`src/rtl/ptw_pkg.sv`:
```
`timescale 1ns/1ps
package ptw_pkg;
  localparam int OFS_W   = 12;           // byte offset inside a 4 KB granule
  localparam int IDX_W   = 9;            // index bits resolved per level
  localparam int MAX_LVL = 4;            // deepest walk
  localparam int LAST_LVL = MAX_LVL - 1;
  localparam int LVL_W   = $clog2(MAX_LVL);
  localparam int DESC_W  = 64;
  localparam int VA_W    = 64;
  localparam int VA_FULL = OFS_W + IDX_W * MAX_LVL;        // 48-bit range
  localparam int VA_SHORT = VA_FULL - IDX_W;               // 39-bit range

  typedef enum logic [1:0] {
    ACT_TABLE = 2'd0,
    ACT_LEAF  = 2'd1,
    ACT_FAULT = 2'd2
  } ptw_act_e;

  typedef enum logic [1:0] {
    ST_IDLE  = 2'd0,
    ST_FETCH = 2'd1,
    ST_WAIT  = 2'd2,
    ST_RESP  = 2'd3
  } ptw_state_e;

  localparam logic [1:0] FLT_NONE  = 2'b00;
  localparam logic [1:0] FLT_RANGE = 2'b01;
  localparam logic [1:0] FLT_XLAT  = 2'b10;
endpackage

```
`src/rtl/ptw_range_chk.sv`:
```
`timescale 1ns/1ps
module ptw_range_chk
  import ptw_pkg::*;
(
  input  logic [VA_W-1:0]  va,
  input  logic             four_level,
  output logic             in_range,
  output logic             use_high,
  output logic [LVL_W-1:0] start_lvl
);
  logic [1:0] ok_v;

  // One sign-extension check per supported range width.
  for (genvar g = 0; g < 2; g++) begin : g_width
    localparam int W = VA_FULL - g * IDX_W;
    logic [VA_W-W:0] top;
    assign top     = va[VA_W-1:W-1];
    assign ok_v[g] = (&top) | ~(|top);
  end

  assign in_range  = four_level ? ok_v[0] : ok_v[1];
  assign use_high  = va[VA_W-1];
  assign start_lvl = four_level ? LVL_W'(0) : LVL_W'(1);

  logic unused_va;
  assign unused_va = ^va[VA_SHORT-2:0];
endmodule

```
`src/rtl/ptw_index_mux.sv`:
```
`timescale 1ns/1ps
module ptw_index_mux
  import ptw_pkg::*;
(
  input  logic [VA_W-1:0]  va,
  input  logic [LVL_W-1:0] lvl,
  output logic [IDX_W-1:0] idx
);
  always_comb begin
    idx = '0;
    for (int l = 0; l < MAX_LVL; l++) begin
      if (lvl == l[LVL_W-1:0])
        idx = va[OFS_W + IDX_W*(LAST_LVL-l) +: IDX_W];
    end
  end

  logic unused_bits;
  assign unused_bits = ^{va[VA_W-1:VA_FULL], va[OFS_W-1:0]};
endmodule

```
`src/rtl/ptw_desc_dec.sv`:
```
`timescale 1ns/1ps
module ptw_desc_dec
  import ptw_pkg::*;
#(
  parameter int PA_W = 48
)(
  input  logic [DESC_W-1:0]     desc,
  input  logic [LVL_W-1:0]      lvl,
  input  logic [PA_W-1:0]       va_lo,
  output ptw_act_e              act,
  output logic [PA_W-1:0]       leaf_pa,
  output logic [1:0]            leaf_size,
  output logic [PA_W-OFS_W-1:0] next_base
);
  logic is_last, leaf_ok;
  logic [PA_W-1:0] keep_mask;

  assign is_last   = (lvl == LVL_W'(LAST_LVL));
  assign next_base = desc[PA_W-1:OFS_W];

  // A leaf is a page at the last level or a block at a middle level.
  assign leaf_ok = is_last ? desc[1] : (!desc[1] && lvl != '0);

  always_comb begin
    keep_mask = '1;
    for (int l = 0; l < MAX_LVL; l++) begin
      if (lvl == l[LVL_W-1:0])
        keep_mask = {PA_W{1'b1}} << (OFS_W + IDX_W*(LAST_LVL-l));
    end
  end

  always_comb begin
    leaf_pa   = (desc[PA_W-1:0] & keep_mask) | (va_lo & ~keep_mask);
    leaf_size = 2'(LVL_W'(LAST_LVL) - lvl);
    if (!desc[0])                  act = ACT_FAULT;
    else if (!is_last && desc[1])  act = ACT_TABLE;
    else if (leaf_ok)              act = ACT_LEAF;
    else                           act = ACT_FAULT;
  end

  // a leaf at the last level always keeps the page offset untouched
  always_comb begin
    if (act == ACT_LEAF && is_last)
      a_r10_page_offset: assert (leaf_pa[OFS_W-1:0] == va_lo[OFS_W-1:0]);
  end

  logic unused_desc;
  assign unused_desc = ^{desc[DESC_W-1:PA_W], desc[OFS_W-1:2]};
endmodule

```
`src/rtl/ptw_walker.sv`:
```
`timescale 1ns/1ps
module ptw_walker
  import ptw_pkg::*;
#(
  parameter int PA_W = 48
)(
  input  logic              clk,
  input  logic              rst_n,
  input  logic              cfg_four_level,
  input  logic [PA_W-1:0]   root_lo,
  input  logic [PA_W-1:0]   root_hi,
  input  logic              req_valid,
  output logic              req_ready,
  input  logic [63:0]       req_va,
  output logic              mem_req_valid,
  input  logic              mem_req_ready,
  output logic [PA_W-1:0]   mem_req_addr,
  input  logic              mem_rsp_valid,
  input  logic [63:0]       mem_rsp_data,
  output logic              rsp_valid,
  input  logic              rsp_ready,
  output logic [PA_W-1:0]   rsp_pa,
  output logic [1:0]        rsp_size,
  output logic [1:0]        rsp_fault,
  output logic [1:0]        rsp_level
);
  localparam int BASE_W = PA_W - OFS_W;

  ptw_state_e         state_q;
  logic [LVL_W-1:0]   lvl_q;
  logic [BASE_W-1:0]  base_q;
  logic [VA_W-1:0]    va_q;
  logic [PA_W-1:0]    pa_q;
  logic [1:0]         size_q, fault_q;
  logic [LVL_W-1:0]   end_lvl_q;

  logic               in_range, use_high;
  logic [LVL_W-1:0]   start_lvl;
  logic [IDX_W-1:0]   idx;
  ptw_act_e           act;
  logic [PA_W-1:0]    leaf_pa;
  logic [1:0]         leaf_size;
  logic [BASE_W-1:0]  next_base;

  ptw_range_chk u_range (
    .va        (req_va),
    .four_level(cfg_four_level),
    .in_range  (in_range),
    .use_high  (use_high),
    .start_lvl (start_lvl)
  );

  ptw_index_mux u_idx (
    .va (va_q),
    .lvl(lvl_q),
    .idx(idx)
  );

  ptw_desc_dec #(.PA_W(PA_W)) u_dec (
    .desc     (mem_rsp_data),
    .lvl      (lvl_q),
    .va_lo    (va_q[PA_W-1:0]),
    .act      (act),
    .leaf_pa  (leaf_pa),
    .leaf_size(leaf_size),
    .next_base(next_base)
  );

  assign req_ready     = (state_q == ST_IDLE);
  assign mem_req_valid = (state_q == ST_FETCH);
  assign mem_req_addr  = {base_q, idx, 3'b000};
  assign rsp_valid     = (state_q == ST_RESP);
  assign rsp_pa        = pa_q;
  assign rsp_size      = size_q;
  assign rsp_fault     = fault_q;
  assign rsp_level     = 2'(end_lvl_q);

  always_ff @(posedge clk) begin
    if (!rst_n) begin
      state_q   <= ST_IDLE;
      lvl_q     <= '0;
      base_q    <= '0;
      va_q      <= '0;
      pa_q      <= '0;
      size_q    <= '0;
      fault_q   <= FLT_NONE;
      end_lvl_q <= '0;
    end else begin
      case (state_q)
        ST_IDLE: if (req_valid) begin
          va_q  <= req_va;
          lvl_q <= start_lvl;
          if (!in_range) begin
            pa_q      <= '0;
            size_q    <= '0;
            fault_q   <= FLT_RANGE;
            end_lvl_q <= start_lvl;
            state_q   <= ST_RESP;
          end else begin
            base_q  <= use_high ? root_hi[PA_W-1:OFS_W] : root_lo[PA_W-1:OFS_W];
            state_q <= ST_FETCH;
          end
        end
        ST_FETCH: if (mem_req_ready) state_q <= ST_WAIT;
        ST_WAIT: if (mem_rsp_valid) begin
          case (act)
            ACT_TABLE: begin
              base_q  <= next_base;
              lvl_q   <= lvl_q + 1'b1;
              state_q <= ST_FETCH;
            end
            ACT_LEAF: begin
              pa_q      <= leaf_pa;
              size_q    <= leaf_size;
              fault_q   <= FLT_NONE;
              end_lvl_q <= lvl_q;
              state_q   <= ST_RESP;
            end
            default: begin
              pa_q      <= '0;
              size_q    <= '0;
              fault_q   <= FLT_XLAT;
              end_lvl_q <= lvl_q;
              state_q   <= ST_RESP;
            end
          endcase
        end
        ST_RESP: if (rsp_ready) state_q <= ST_IDLE;
        default: state_q <= ST_IDLE;
      endcase
    end
  end

  // result held while the requester stalls
  a_r11_rsp_hold: assert property (@(posedge clk) disable iff (!rst_n)
    rsp_valid && !rsp_ready |=> rsp_valid && $stable(rsp_pa) && $stable(rsp_fault)
                                 && $stable(rsp_size) && $stable(rsp_level));

  // read request held while memory stalls
  a_r11_mem_hold: assert property (@(posedge clk) disable iff (!rst_n)
    mem_req_valid && !mem_req_ready |=> mem_req_valid && $stable(mem_req_addr));

  // a new request is taken only with nothing else pending
  a_r11_single_walk: assert property (@(posedge clk) disable iff (!rst_n)
    req_ready |-> !mem_req_valid && !rsp_valid);

  // faults carry no address and no size
  a_r12_fault_clear: assert property (@(posedge clk) disable iff (!rst_n)
    rsp_valid && rsp_fault != FLT_NONE |-> rsp_pa == '0 && rsp_size == 2'd0);

  // sizes are only 4 KB, 2 MB or 1 GB, and match the ending level
  a_r8_size_level: assert property (@(posedge clk) disable iff (!rst_n)
    rsp_valid && rsp_fault == FLT_NONE |-> rsp_size != 2'd3 && rsp_level != 2'd0
                                           && (32'(rsp_size) + 32'(rsp_level) == LAST_LVL));

  // an out-of-range request never reaches the memory port
  a_r2_no_fetch: assert property (@(posedge clk) disable iff (!rst_n)
    req_valid && req_ready && !in_range |=> !mem_req_valid);

  logic unused_root;
  assign unused_root = ^{root_lo[OFS_W-1:0], root_hi[OFS_W-1:0]};
endmodule

```
`config.mk`:
```
export PLATFORM = sky130hd
export DESIGN_NAME = ptw_walker
export DESIGN_NICKNAME = d
export VERILOG_FILES = /design/src/rtl/ptw_pkg.sv /design/src/rtl/ptw_range_chk.sv /design/src/rtl/ptw_index_mux.sv /design/src/rtl/ptw_desc_dec.sv /design/src/rtl/ptw_walker.sv
export SDC_FILE = /design/constraint.sdc
export NUM_CORES = 1
export LEC_CHECK = 0
export BUFFER_PORTS_ARGS = -buffer_cell sky130_fd_sc_hd__buf_4
export CORE_AREA = 2 2 130 132
export DETAILED_ROUTE_END_ITERATION = 6
export DIE_AREA = 0 0 132 134
export GPL_ROUTABILITY_DRIVEN = 1
export PLACE_DENSITY = 0.72
export SLEW_MARGIN = 30
export SYNTH_ARGS = -nofsm -noshare
export SYNTH_HDL_FRONTEND = slang
export SYNTH_SLANG_ARGS = --single-unit
```
`constraint.sdc`:
```
create_clock -name clk -period 3.2 [get_ports clk]
set_input_delay 0 -clock clk [delete_from_list [all_inputs] [get_ports clk]]
set_output_delay 0 -clock clk [all_outputs]
set_load 0.05 [all_outputs]
```
## After elaboration in Yosys (flattened, before gate mapping)

Cells that the tools add are included.
Widths: inputs -> output; s select.

| operators by class | value |
|---|---|
| add/subtract/negate cells | 2 |
| eq/ne operators | 15 |
| mux-type cells | 51 |
| bitwise logic cells | 8 |
| reductions and logical operators | 18 |

Operator list:

| kind | count |
|---|---|
| $pmux 48 s2 | 2 |
| $mux 36 | 5 |
| $mux 39 | 4 |
| $mux 48 | 3 |
| $and 48x48->48 | 2 |
| $pmux 36 s2 | 1 |
| $not 48->48 | 1 |
| $or 48x48->48 | 1 |
| $mux 2 | 22 |
| $mux 9 | 4 |
| $reduce_and 26->1 | 1 |
| $reduce_or 26->1 | 1 |
| $pmux 2 s2 | 6 |
| $reduce_and 17->1 | 1 |
| $reduce_or 17->1 | 1 |
| $ne 2x2->1 const B | 5 |
| $reduce_and 5->1 | 2 |
| $eq 2x2->1 const B | 4 |
| $pmux 2 s4 | 1 |
| $reduce_and 4->1 | 2 |
| $eq 2x1->1 const B | 3 |
| $logic_not 2->1 | 3 |
| $ne 2x1->1 const B | 3 |
| $reduce_bool 2->1 | 2 |
| 8 further kinds | 14 |

| storage, ports and cells | value |
|---|---|
| register bits | 142 |
| input port bits | 231 |
| word-level logic and storage cells | 102 |

## Logic depth before layout (Yosys ltp)

| logic depth | value |
|---|---|
| depth after elaboration | 11 |
| mapped depth | 10 |

## Cells and area by module

From an unflattened synthesis, not the netlist that was laid out.

| second synthesis, totals | value |
|---|---|
| cells, all modules | 830 |
| area total of the unflattened synthesis | 7494.7 µm² |

Modules (own cells, without submodules):

| module | times used | cells an instance | area each (µm²) |
|---|---|---|---|
| ptw_walker | 1 | 697 | 6364.9 |
| ptw_desc_dec | 1 | 94 | 757.0 |
| ptw_index_mux | 1 | 11 | 219.0 |
| ptw_range_chk | 1 | 28 | 153.9 |

## Worst setup path before layout

Ideal clock, no wire load.

| timing | value |
|---|---|
| path kind | reg-to-output |
| start point | register lvl_q[0] |
| end point | output mem_req_addr[7] |
| arrival | 2.740 ns |
| slack | 0.460 ns |
| stages on the path, launching flop included | 11 |
| path buffers | 2 |
| cells stage by stage | dfxtp_1 inv_1 ha_1 clkbuf_1 buf_1 nand2_1 nor2_1 a21oi_1 nor2_1 a21oi_1 o21ai_0 |

| between the ends | value |
|---|---|
| cells in the longest elaborated chain, start to end | 5 |

Ends and longest elaborated chain:

| item | RTL line | text |
|---|---|---|
| start, declared | ptw_walker.sv:30 | `logic [LVL_W-1:0] lvl_q;` |
| start signal, assigned | ptw_walker.sv:92 | `lvl_q <= start_lvl;` |
| start signal, assigned | ptw_walker.sv:109 | `lvl_q <= lvl_q + 1'b1;` |
| $logic_not 2->1 | ptw_index_mux.sv:12 | `if (lvl == l[LVL_W-1:0])` |
| $mux 9 (3 in a row) | ptw_index_mux.sv:12 |  |
| $mux 9 * | ptw_index_mux.sv:12 |  |
| end, declared | ptw_walker.sv:17 | `output logic [PA_W-1:0] mem_req_addr,` |

Mark *: on every way between the ends. The rest lies on a longest branch, timed or not.

## Final worst setup path

| timing | value |
|---|---|
| start point | register lvl_q[0] |
| end point | output mem_req_addr[9] |

Same word-level chain as after synthesis.

==> load_flow_metrics.sql <==
INSERT INTO impl_metrics (metric_group, metric, value, unit) VALUES
('global_route', 'grt_remaining_overflow', '0', ''),
('setup_path', 'critical_path.startpoint_type', 'register', ''),
('floorplanning', 'placementRows', '47', ''),
('run', 'maxCapViolations', '0', ''),
('clock_network', 'clock_pin_slew_reported_for_the_worst_setup_and_hold_paths_after_clock_tree_synthesis', '60', 'ps'),
('layout', 'register_area', '2840', 'µm²'),
('sta', 'timing.final.max_slew_violations', '0', ''),
('floorplanning', 'start_util', '0.402', ''),
('logic_synthesis', 'synth-warning-count', '0', ''),
('placed_design', 'place_congestion', '0.804', ''),
('sta', 'worst_clock_skew', '6.13', 'ps'),
('global_route', 'grt_max_degree', '74', ''),
('layout', 'fillers', '1372', ''),
('floorplanning', 'die_width', '132', 'µm'),
('routing', 'detail_route.drc_violations', '0', ''),
('setup_path', 'worst-endpoint-required', '3200', 'ps'),
('logic_synthesis', 'post_synthesis_cell_area', '6550', 'µm²'),
('sta', 'grt_setup_unrepaired', 'false', ''),
('routing', 'total_via_count_in_the_routed_design', '7115', ''),
('setup_path', 'critical_path.endpoint_type', 'output pin', ''),
('logic_synthesis', 'postSynthRegisterBits', '142', ''),
('logic_synthesis', 'top_cells_by_area_synth', 'dfxtp_1 (43%), mux2i_1 (10%), nand2_1 (9.0%)', ''),
('layout', 'layout-drive-gt1-share', '0.306', ''),
('power', 'irDropWorstVdd', '0.000342', 'V'),
('global_route', 'globalRouteTotalUtil', '0.263', ''),
('clock_network', 'clk_root_buffer_cell', 'clkbuf_16', ''),
('worst_hold_path', 'holdCritPathClass', 'primary input to register', ''),
('sta', 'fmax', '361', 'MHz'),
('sta', 'tightest_slew', '965', 'ps'),
('logic_synthesis', 'synth_edf_count', '0', ''),
('routing', 'detail_route.wirelength', '23.8', 'mm'),
('sta', 'totalNegativeSetupSlack', '0', 'ps'),
('global_route', 'antenna_found_initial', '0', ''),
('clock_network', 'max-clock-path-buffers', '2', ''),
('placed_design', 'place_worst_setup_slack', '679', 'ps'),
('sta', 'final_setup_viols', '0', ''),
('layout', 'multi_input_gate_area', '3330', 'µm²'),
('logic_synthesis', 'synthCells', '768', ''),
('placed_design', 'dp_hpwl', '15.6', 'mm'),
('routing', 'first_pass_iters', '5', ''),
('power', 'power.density_cell_area', '515', 'nW/µm²'),
('floorplanning', 'io_pins', '336', ''),
('sta', 'max-slew-margin-rel', '0.357', ''),
('layout', 'final_core_utilization', '0.631', ''),
('sta', 'layout_min_cycle_time', '2770', 'ps'),
('layout', 'nets', '1338', ''),
('floorplanning', 'placeableCoreArea', '16300', 'µm²'),
('placed_design', 'place.port_buffers', '282', ''),
('sta', 'min_period_over_period', '0.866', ''),
('worst_hold_path', 'hold_depth', '5', ''),
('routing', 'detail-route-antenna-nets', '0', ''),
('logic_synthesis', 'average_cell_area_after_synthesis', '8.53', 'µm²'),
('sta', 'final_critical_path_setup_slack', '427', 'ps'),
('floorplanning', 'chipHeight', '134', 'µm'),
('clock_network', 'htree_levels', '4', ''),
('layout', 'diodes', '0', ''),
('power', 'leakagePower', '4.49', 'nW'),
('logic_synthesis', 'post-synth-top-area-fraction', '0.434', ''),
('clock_network', 'numCtsBuffers', '17', ''),
('setup_path', 'worst-path-max-fanout', '11', ''),
('setup_path', 'timing_worst_setup_path_type', 'register to output pin', ''),
('logic_synthesis', 'synth_async_sr_flop_share', '0', ''),
('layout', 'syn2layout_area_growth', '56.7', '%'),
('sta', 'timing_hold_violations_final', '0', ''),
('routing', 'wire_per_inst', '17.8', 'µm'),
('global_route', 'via_count_of_the_first_global_routing_pass', '6959', ''),
('logic_synthesis', 'synth_flop_cell', 'dfxtp_1', ''),
('floorplanning', 'die-area', '17700', 'µm²'),
('setup_path', 'r2r_cells', '7', ''),
('logic_synthesis', 'synth.lib_cells_used.distinct', '40', ''),
('clock_network', 'clock_tree_from_tritoncts', 'yes', ''),
('routing', 'first_iter_violations', '455', ''),
('logic_synthesis', 'synthDominantAreaCellType', 'dfxtp_1', ''),
('setup_path', 'crit_arrival', '2770', 'ps'),
('clock_network', 'clk_latency', '420', 'ps'),
('routing', 'routed_via_density', '5.33', ''),
('clock_network', 'cts_repair_resize_count', '0', ''),
('global_route', 'wire_length_of_the_first_global_routing_pass', '36.8', 'mm'),
('status', 'outcome', 'completed', ''),
('logic_synthesis', 'seq_area_frac_synth', '0.434', ''),
('clock_network', 'cts.sink_count', '142', '');
## layout make-up
class                      count  share of cell area
multi-input combinational    552               0.324
timing repair buffer         385               0.305
sequential                   142               0.277
clock buffer                  18              0.0428
tap                          220              0.0268
clock inverter                14              0.0234
inverter                       5             0.00195
## flip-flops by register name, indices dropped and copies added (netlist names)
register / flops
rsp_pa: 48
base_q: 36
state_q: 2
rsp_fault: 2
va_q: 48
rsp_size: 2
lvl_q: 2
rsp_level: 2
## per-stage QoR
step           hold WS (ps)  instances  cell area (µm²)  total power, mW
5_1_grt                36.9       1336            10300             5.48
2_1_floorplan           128        770             6560             2.57
3_3_place_gp            225       1214             8690             2.95
4_1_cts                2.95       1336            10300             5.30
3_5_place_dp            234       1214             8690             2.96
6_report               17.8       1336            10300             5.29
## critical path: stages, from the launching register on
cell and delay (ps):
dfxtp_1 350, inv_1 150, ha_1 480, buf_4 290, nand2_1 70, nor2_1 80, a21oi_1 50, nor2_1 260
a21oi_1 140, o21ai_0 230, buf_4 240
## cells in the final DEF, fill, tap and decap left out, types with 3 or more instances in the layout
master,synthesis,layout
bufinv_16,0,6
nand4_1,5,5
a21oi_1,112,112
nand3_1,7,7
nor2_1,25,25
dfxtp_1,142,142
dlygate4sd3_1,0,90
o21ai_0,13,13
buf_4,4,294
o2bb2ai_1,27,27
nor4_1,5,5
o2111ai_1,36,36
and3_1,3,3
ha_1,4,4
clkinv_2,0,3
nand2_1,158,157
a22o_1,23,23
nor3_1,5,5
conb_1,1,3
clkbuf_16,0,17
clkinv_4,0,4
o21ai_1,36,36
mux2i_1,67,67
inv_1,4,4
## per-layer routing
layer | global-route usage | wire, µm
met2 | 0.460 | 11700
met5 | 0 | 0
met1 | 0.315 | 9790
met3 | 0.0593 | 1560
met4 | 0.105 | 748
## synthesized netlist by cell type (all sizes together) (2+ instances only)
library cell,n
a21oi,112
a22o,23
and2,3
and3,3
and4,2
buf,29
clkbuf,42
dfxtp,142
ha,4
inv,5
mux2i,67
nand2,158
nand3,7
nand4,7
nor2,27
nor2b,2
nor3,6
nor4,5
o2111ai,36
o21ai,50
o2bb2ai,27
or3,2
## logic make-up after synthesis
group / count (synthesis) / share of synthesized area
AO/OA/AOI/OAI: 253 / 0.248
adder cells (fa/ha/maj): 4 / 0.00764
buffers and inverters: 76 / 0.0613
flip-flops: 142 / 0.434
multiplexers: 67 / 0.102
other: 1 / 0.000572
AND/OR/NAND/NOR: 225 / 0.146
## where the power goes
part / leakage (nW) / internal [mW] / switching (mW)
clock network: 0.326 / 1.48 / 0.774
registers: 1.15 / 1.85 / 0.0600
logic: 3.01 / 0.443 / 0.678
## path summary, 6_finish.rpt
| path | start | endpoint | slack, ps |
|---|---|---|---|
| worst max-delay path | lvl_q[0]$_SDFFE_PN0P_ | mem_req_addr[9] | 430 |
| worst min-delay path | root_lo[27] | base_q[15]$_SDFFE_PN0P_ | 20 |
| worst max register to register | lvl_q[0]$_SDFFE_PN0P_ | rsp_pa[42]$_SDFFE_PN0P_ | 650 |
| worst min register to register | va_q[3]$_SDFFE_PN0P_ | va_q[3]$_SDFFE_PN0P_ | 450 |
## what timing repair did
| action | CTS | global route |
|---|---|---|
| buffers inserted | 0 | 0 |
| endpoints found under the hold margin | 123 | 0 |
| hold buffers | 90 | 0 |
Note: power is estimated with default switching activity, not from simulation.
